[config.mk]
export PLATFORM = sky130hd
export DESIGN_NAME = rr2_lane_spreader
export DESIGN_NICKNAME = d
export VERILOG_FILES = /design/src/rtl/rr2_pkg.sv /design/src/rtl/rr2_group_sel.sv /design/src/rtl/rr2_sub_lane.sv /design/src/rtl/rr2_lane_spreader.sv
export SDC_FILE = /design/constraint.sdc
export NUM_CORES = 1
export LEC_CHECK = 0
export BUFFER_PORTS_ARGS = -buffer_cell sky130_fd_sc_hd__buf_2
export CORE_MARGIN = 2
export CORE_UTILIZATION = 59
export CTS_CLUSTER_DIAMETER = 120
export DETAILED_ROUTE_END_ITERATION = 16
export GPL_TIMING_DRIVEN = 0
export PLACE_DENSITY = 0.9
export SLEW_MARGIN = 0
export SYNTH_ARGS = -nofsm -noshare
export SYNTH_HDL_FRONTEND = slang
export SYNTH_SLANG_ARGS = --single-unit
[constraint.sdc]
create_clock -name clk -period 9.8 [get_ports clk]
set_input_delay 1.96 -clock clk [delete_from_list [all_inputs] [get_ports clk]]
set_output_delay 1.96 -clock clk [all_outputs]
set_load 0.02 [all_outputs]
[src/rtl/rr2_pkg.sv]
package rr2_pkg;

  typedef enum logic {
    GRP_FILL  = 1'b0,
    GRP_DRAIN = 1'b1
  } grp_state_t;

  // global lane number of a local lane within a group
  function automatic int unsigned flat_lane(input int unsigned grp,
                                            input int unsigned loc,
                                            input int unsigned per_grp);
    return grp * per_grp + loc;
  endfunction

  // next pointer value for a counter that wraps at lim
  function automatic int unsigned wrap_inc(input int unsigned v,
                                           input int unsigned lim);
    return (v + 1 >= lim) ? 0 : v + 1;
  endfunction

  // index width that stays at least one bit
  function automatic int unsigned idx_w(input int unsigned cnt);
    return (cnt > 1) ? $clog2(cnt) : 1;
  endfunction

endpackage

[src/rtl/rr2_group_sel.sv]
module rr2_group_sel
  import rr2_pkg::*;
#(
  parameter int unsigned P  = 2,
  parameter int unsigned Q  = 4,
  localparam int unsigned GW = idx_w(P),
  localparam int unsigned SW = idx_w(Q)
) (
  input  logic          clk,
  input  logic          rst,
  input  logic          in_valid,
  input  logic [P-1:0]  sub_ready,
  output logic          in_ready,
  output logic          accept,
  output logic          unit_done,
  output logic [P-1:0]  wr_en,
  output logic [SW-1:0] wr_slot,
  output logic [GW-1:0] grp_ptr
);

  logic [GW-1:0] grp_q;
  logic [SW-1:0] slot_q;

  always_comb begin
    in_ready  = sub_ready[grp_q];
    accept    = in_valid && in_ready;
    unit_done = accept && (slot_q == SW'(Q - 1));
    wr_en     = '0;
    if (accept) wr_en[grp_q] = 1'b1;
  end

  always_ff @(posedge clk) begin
    if (rst) begin
      grp_q  <= '0;
      slot_q <= '0;
    end else if (accept) begin
      slot_q <= SW'(wrap_inc(int'(slot_q), Q));
      if (unit_done) grp_q <= GW'(wrap_inc(int'(grp_q), P));
    end
  end

  assign wr_slot = slot_q;
  assign grp_ptr = grp_q;

endmodule

[src/rtl/rr2_sub_lane.sv]
module rr2_sub_lane
  import rr2_pkg::*;
#(
  parameter int unsigned Q     = 4,
  parameter int unsigned BLK_W = 64,
  localparam int unsigned SW   = idx_w(Q)
) (
  input  logic               clk,
  input  logic               rst,
  input  logic               wr_en,
  input  logic [SW-1:0]      wr_slot,
  input  logic [BLK_W-1:0]   wr_data,
  output logic               ready,
  output logic               drain_last,
  output logic [Q-1:0]       lane_valid,
  output logic [Q*BLK_W-1:0] lane_data
);

  grp_state_t       st_q;
  logic [SW-1:0]    rd_q;
  logic [BLK_W-1:0] slot_mem [Q];
  logic             drain_fire;

  assign ready      = (st_q == GRP_FILL);
  assign drain_fire = (st_q == GRP_DRAIN);
  assign drain_last = drain_fire && (rd_q == SW'(Q - 1));

  always_ff @(posedge clk) begin
    if (rst) begin
      st_q       <= GRP_FILL;
      rd_q       <= '0;
      lane_valid <= '0;
    end else begin
      lane_valid <= '0;
      if (drain_fire) begin
        lane_valid[rd_q] <= 1'b1;
        rd_q <= SW'(wrap_inc(int'(rd_q), Q));
        if (drain_last) st_q <= GRP_FILL;
      end else if (wr_en && wr_slot == SW'(Q - 1)) begin
        st_q <= GRP_DRAIN;
        rd_q <= '0;
      end
    end
  end

  for (genvar l = 0; l < Q; l++) begin : g_lane
    always_ff @(posedge clk) begin
      if (wr_en && ready && wr_slot == SW'(l)) slot_mem[l] <= wr_data;
    end
    always_ff @(posedge clk) begin
      if (drain_fire && rd_q == SW'(l)) lane_data[l*BLK_W +: BLK_W] <= slot_mem[l];
    end
  end

endmodule

[src/rtl/rr2_lane_spreader.sv]
module rr2_lane_spreader
  import rr2_pkg::*;
#(
  parameter int unsigned GROUPS          = 2,
  parameter int unsigned LANES_PER_GROUP = 4,
  parameter int unsigned BLK_W           = 64,
  localparam int unsigned N  = GROUPS * LANES_PER_GROUP,
  localparam int unsigned GW = idx_w(GROUPS),
  localparam int unsigned SW = idx_w(LANES_PER_GROUP)
) (
  input  logic               clk,
  input  logic               rst,
  input  logic               in_valid,
  input  logic [BLK_W-1:0]   in_data,
  output logic               in_ready,
  output logic [N-1:0]       lane_valid,
  output logic [N*BLK_W-1:0] lane_data
);

  logic [GROUPS-1:0] sub_ready;
  logic [GROUPS-1:0] wr_en;
  logic [GROUPS-1:0] drain_last;
  logic [SW-1:0]     wr_slot;
  logic [GW-1:0]     grp_ptr;
  logic              accept;
  logic              unit_done;

  rr2_group_sel #(.P(GROUPS), .Q(LANES_PER_GROUP)) u_sel (
    .clk       (clk),
    .rst       (rst),
    .in_valid  (in_valid),
    .sub_ready (sub_ready),
    .in_ready  (in_ready),
    .accept    (accept),
    .unit_done (unit_done),
    .wr_en     (wr_en),
    .wr_slot   (wr_slot),
    .grp_ptr   (grp_ptr)
  );

  for (genvar g = 0; g < GROUPS; g++) begin : g_grp
    localparam int unsigned BASE = flat_lane(g, 0, LANES_PER_GROUP);
    rr2_sub_lane #(.Q(LANES_PER_GROUP), .BLK_W(BLK_W)) u_sub (
      .clk        (clk),
      .rst        (rst),
      .wr_en      (wr_en[g]),
      .wr_slot    (wr_slot),
      .wr_data    (in_data),
      .ready      (sub_ready[g]),
      .drain_last (drain_last[g]),
      .lane_valid (lane_valid[BASE +: LANES_PER_GROUP]),
      .lane_data  (lane_data[BASE*BLK_W +: LANES_PER_GROUP*BLK_W])
    );
  end

endmodule

# Word level (Yosys, flattened, before mapping)
# Memories as Yosys holds them, arrays and structs flattened. A register that Yosys moved wholly into a read port is not among the register bits.
# Cells that the tools add are included.
classes:
  n_lt_le_gt_ge: 10
  addsub: 4
  eq_ne: 9
  n_bitwise: 2
  mux: 57
  reduce_logical: 39
ops:
  columns: ["operator", "n"]
  rows:
  - ["$mux 64", 6]
  - ["$reduce_or 64->1", 6]
  - ["$mux 1", 34]
  - ["$mux 2", 14]
  - ["$logic_and 1x1->1", 25]
  - ["$eq 2x2->1 const B", 6]
  - ["$add 2x1->3 const B", 3]
  - ["$ge 3x3->1 const B", 3]
  - ["$eq 2x1->1 const B", 3]
  - ["$logic_not 2->1", 3]
  - ["$lt 2x3->1 const B", 2]
  - ["$demux 1 s2", 2]
  - ["$ge 2x1->1 const B", 2]
  - ["$reduce_bool 2->1", 2]
  - ["$reduce_or 2->1", 2]
  - ["$add 1x1->2 const B", 1]
  - ["$ge 2x2->1 const B", 1]
  - ["$lt 1x2->1 const B", 1]
  - ["$not 1->1", 2]
  - ["$reduce_and 2->1", 1]
  - ["$demux 1 s1", 1]
  - ["$ge 1x1->1 const B", 1]
totals:
  elab_cells: 131
  mem_count: 2
  ram_bits: 512
  input_bits: 67
  out_inout_bits: 521
  ff_bits: 17
mem_list:
  columns: ["memory", "words", "word_bits", "read_ports", "rd_ports_with_merged_regs", "write_ports", "line", "source"]
  rows:
  - ["g_grp[0].u_sub.slot_mem", 4, 64, 4, 4, 1, "rr2_sub_lane.sv:21", "logic [BLK_W-1:0] slot_mem [Q];"]
  - ["g_grp[1].u_sub.slot_mem", 4, 64, 4, 4, 1, "rr2_sub_lane.sv:21", null]

# Depth between registers and ports, before layout
depth:
  ltp_word: 13
  ltp_mapped: 4
  mapped_depth_nobuf: 4

# Cells and area by module
# A second synthesis with hierarchy kept.
unflattened:
  hier_cells: 1115
  hier_area_um2: 31675.4
by_module_without_submodules:
  columns: ["mod", "seq_area_each_um2", "area_each_um2", "instances", "cells_per_inst"]
  rows:
  - ["rr2_sub_lane", 15514.9, 15742.6, 2, 546]
  - ["rr2_group_sel", 60.1, 190.2, 1, 23]

# Least setup slack after synthesis
# No wires, ideal clock.
synth_path:
  kind: "input-to-reg"
  from: "in in_valid"
  to: "mem g_grp[0].u_sub.slot_mem[0][0], enable pin"
  arrival_ps: 6559
  setup_ps: 565
  setup_slack_ps: 2676
  stages: 3
  n_path_buf: 1
  path_cell_list: "buf_2 -> nand2_1 -> nor3_1"
synth_via:
  elab_chain_cells: 10
  word_cells_on_any_way: 24
  classes_between: "15 x mux; 9 x reduce/logical"
synth_lines:
  columns: ["element", "line", "source"]
  rows:
  - ["start: declaration", "rr2_lane_spreader.sv:13", "input logic in_valid,"]
  - ["$logic_and 1x1->1 *", "rr2_group_sel.sv:26", "accept = in_valid && in_ready;"]
  - ["$mux 2 *", "rr2_group_sel.sv:29", "if (accept) wr_en[grp_q] = 1'b1;"]
  - ["$logic_and 1x1->1 *", "rr2_sub_lane.sv:48", "if (wr_en && ready && wr_slot == SW'(l)) slot_mem[l] <= wr_data;"]
  - ["$logic_and 1x1->1", "rr2_sub_lane.sv:48", null]
  - ["$mux 1", "rr2_sub_lane.sv:48", null]
  - ["$mux 1 (implied by the code)", "rr2_sub_lane.sv:48", null]
  - ["$reduce_or 64->1 (no line)", null, null]
  - ["$mux 2 (no line) or $mux 1 (tied branches) (3 in series)", null, null]
  - ["end: declaration", "rr2_sub_lane.sv:21", null]
# Mark *: on every way between the ends. The rest lies on a longest branch, timed or not.

# Worst setup path after layout
layout_path:
  from: "reg u_sel.grp_q, in the netlist u_sel.grp_ptr"
  to: "out in_ready"
layout_via:
  elab_chain_cells: 2
layout_lines:
  columns: ["element", "line", "source"]
  rows:
  - ["start: declaration", "rr2_group_sel.sv:21", "logic [GW-1:0] grp_q;"]
  - ["start signal: assignment", "rr2_group_sel.sv:38", "if (unit_done) grp_q <= GW'(wrap_inc(int'(grp_q), P));"]
  - ["$mux 1 (implied by the code) (2 in series)", "rr2_group_sel.sv:25", "in_ready = sub_ready[grp_q];"]
  - ["end: declaration", "rr2_lane_spreader.sv:15", "output logic in_ready,"]
# Every way passes these cells. The select of a mux whose other input is x is not followed.

==> summary.md <==
| Metric | Value |
|---|---|
| Status | completed |
| Total GRT Usage | 0.291 |
| Main synth FF type | edfxtp_1 |
| CP max-delay cell | dfxtp_1 |
| CP max FO | 8 |
| Crit-path max cell delay | 330 ps |
| Post-synthesis cell type count | 25 |
| Root buffer cell | clkbuf_16 |
| Reg2Reg Depth | 8 |
| Compound-gate portion of the synthesized area | 0.00241 |
| Post-synthesis cell area | 31600 µm² |
| Die width | 236 µm |
| Post-synthesis adder-cell area fraction | 0.00474 |
| Simple-gate share of the synthesized area | 0.00743 |
| Setup TNS | 0 ps |
| Vias post-DR | 14900 |
| Inserted Clock Buffers | 93 |
| Final GP Congestion | 0.848 |
| Vias in the first global route | 15000 |
| Yosys Warn Count | 0 |
| Tightest Pin Transition | slightly above 1000 ps |
| Syn Nets | between 1000 and 1500 |
| Part of the cycle the worst path needs | 0.371 |
| Critical path arrival | ~1700 ps |
| Max_cap viols | 0 |
| Detailed placer's ending HPWL | 48600 µm |
| Antenna-violating nets left | 0 |
| # port buffers | 586 |
| Residual DRC count | 0 |
| Crit path cell chain | buf_6 -> mux2i_4 -> buf_2 |
| Setup crit start kind | register |
| Proportion of layout cells with a drive suffix above 1 | 0.404 |
| Synth top area cells | edfxtp_1, dfxtp_1, ha_1 |
| H-Tree Depth | 3 |
| Max Slew Vio Count | 0 |
| DRT Pass-1 Iters | 5 |
| Largest family of logic cells by synthesized area | simple AND/OR/NAND/NOR gates |
| Post-CTS resize count | 0 |
| Crit. End Element | primary output |
| Met3 usage | 0.0636 |
| Die height | approximately 240 µm |
| Cell family with most CP delay | buffers and inverters |
| Leakage dissipation | about 14 nW |
| Maximum clock frequency | 275 MHz |
| Die ar. | 55500 µm² |
| Mapped Cells | approximately 1100 |
| Fillers | 2698 |
| RSZ-0062 raised after global routing | no |
| Seq cells post-synth | 1041 |
| Clk_skew | 28.0 ps |
| # IOs | around 590 |
| Post-Synth XOR/XNOR Area | 0 |
| Hold buffer count at cts | 0 |
| Worst hold-check slack | 397 ps |
| Total gr overflow | 0 |
| Synth top area share | 0.972 |
| Via density | around 5.7 |
| Min cycle time layout | 3640 ps |
| Final Worst Setup Slack | 6160 ps |
| Skew-Pair Late Insertion Delay | 650 ps |
| Routed Wire Length | 80000 µm |
| Leading area contributor after synthesis | edfxtp_1 |
| Met2 Usage GRT | 0.504 |
| Proportion of synthesized area in mux cells | 0.000712 |
| Worst slew margin | 0.322 |
| CP bufs+invs | 2 |
| Initial antenna violation count | 3 |
| Initial drt markers | 1758 |
| Sequential-to-total area share from yosys stat | 0.983 |
| Mean Syn Cell Area | between 20 and 30 µm² |
| Post-synth EDFFs | 1024 |
| Setup Viol. Count Final | 0 |
| Hold Path Class | reg2reg |
| Hold Vio Cnt, Final | 0 |
| Global-route wire length before repair | 112000 µm |
| Pwr Density | about 220 nW/µm² |
| CTS sink cnt | 1041 |
| Area Overhead vs Synth | 23.5% |
| Initial Util | 0.600 |
| Global routing's busiest layer | met2 |
| Core area | 52800 µm² |
| VDD IR-drop max | between 200 and 250 µV |
| # rows | 84 |
| Asr flop ratio synth | 0 |
| Final #Nets | 1922 |
| Register-to-register setup slack | 7110 ps |
| Clock transition at the registers of the reported paths | 60 ps |
| Pre-CTS WS | 5530 ps |
| Worst hold stages | 0 |
| Post-CTS Setup Bufs | 0 |
| Stages on worst setup path | 3 |
| Largest net degree at the start of global routing | 42 |
| Final Core Density | 0.741 |
| Kind of critical path | reg2out |
| Grt met1 use | 0.358 |
| Wire per inst | 30.7 µm |
| TritonCTS clock tree | built |
| Worst EP required | 7840 ps |
| CTS max path bufs | 3 |
-- kinds of logic after synthesis --
group | count (synthesis)
buf+inv | 15
compound gates | 11
simple gates | 42
mux | 1
flops | 1041
fa+ha+maj | 12
-- state kept, by name (all words and copies together) (netlist names) --
signal,cells
u_sel.grp_ptr,1
g_grp.u_sub.slot_mem,512
g_grp.u_sub.drain_fire,2
g_grp.u_sub.rd_q,4
u_sel.wr_slot,2
g_grp.u_sub.lane_valid,8
g_grp.u_sub.lane_data,512
-- layout make-up --
class | instances | area, µm² | share of cell area
clock inverters | 50 | 388 | 0.00993
multi-input cells | 66 | 542 | 0.0139
diodes | 2 | 5.00 | 0.000128
inverters | 10 | 42.5 | 0.00109
flip-flops and latches | 1041 | 31100 | 0.796
clock buffers | 121 | 2500 | 0.0641
well taps | 688 | 861 | 0.0220
plain buffers | 5 | 31.3 | 0.000801
repair buffers | 626 | 3610 | 0.0923
-- metal layers --
metal	part of all wire	up-vias	wire, µm
met5	0.00016	-	13
met4	0.041	2	3280
met3	0.10	193	8050
li1	-	5974	-
met1	0.33	7572	26800
met2	0.52	1180	41900
-- stage by stage --
step,std cells,cell area [µm²],power (mW)
2_1_floorplan,1122,31600,5.06
3_3_place_gp,2396,35400,5.13
3_5_place_dp,2436,36200,5.15
4_1_cts,2607,39100,8.55
5_1_grt,2608,39100,8.72
6_report,2609,39100,8.52
-- worst reg2reg max path, stage by stage (launching register included) --
cell and delay (ps):
dfxtp_1 330, inv_1 130, ha_1 170, nand2_1 110, nor3_2 790, buf_8 240
buf_4 220, buf_6 220, buf_6 180
-- synthesized netlist by cell type (2+ instances only) --
cell and number:
edfxtp_1 1024, and2_1 16, nor3_1 4, ha_1 12
buf_2 4, nand3_1 2, nand2_1 7, a21oi_1 5
nor2_1 5, dfxtp_1 17, nand2b_1 3, inv_1 10
-- worst paths after layout --
kind,startpoint,endpoint
setup / recovery,u_sel.grp_ptr,in_ready
hold / removal,g_grp[1].u_sub.slot_mem[2][37],g_grp[1].u_sub.lane_data[165]
setup reg to reg,u_sel.wr_slot[1],g_grp[0].u_sub.slot_mem[1][16]
hold reg to reg,g_grp[1].u_sub.slot_mem[2][37],g_grp[1].u_sub.lane_data[165]
-- power by group --
group | internal [mW] | switching [mW] | total, mW
Clock | 1.89 | 1.56 | 3.46
Combinational | 0.0291 | 0.0896 | 0.119
Sequential | 4.92 | 0.0179 | 4.94
Total | 6.84 | 1.67 | 8.52
-- cells in the final DEF, fill, tap and decap left out, types with 2 or more instances in the layout --
cell and n:
a21oi_1 5, and2_1 8, and2_4 8, buf_12 6, buf_16 11, buf_2 590
buf_4 3, buf_6 20, bufinv_16 3, clkbuf_1 22, clkbuf_16 94, clkbuf_8 5
clkinv_1 22, clkinv_16 2, clkinv_2 13, clkinv_4 2, clkinvlp_4 4, dfxtp_1 17
diode_2 2, edfxtp_1 1024, ha_1 12, inv_1 8, inv_4 2, inv_6 3
nand2_1 7, nand2b_1 3, nand3_1 2, nor2_1 2, nor2_4 3, nor3_2 3
(Power assumes the default switching activity.)
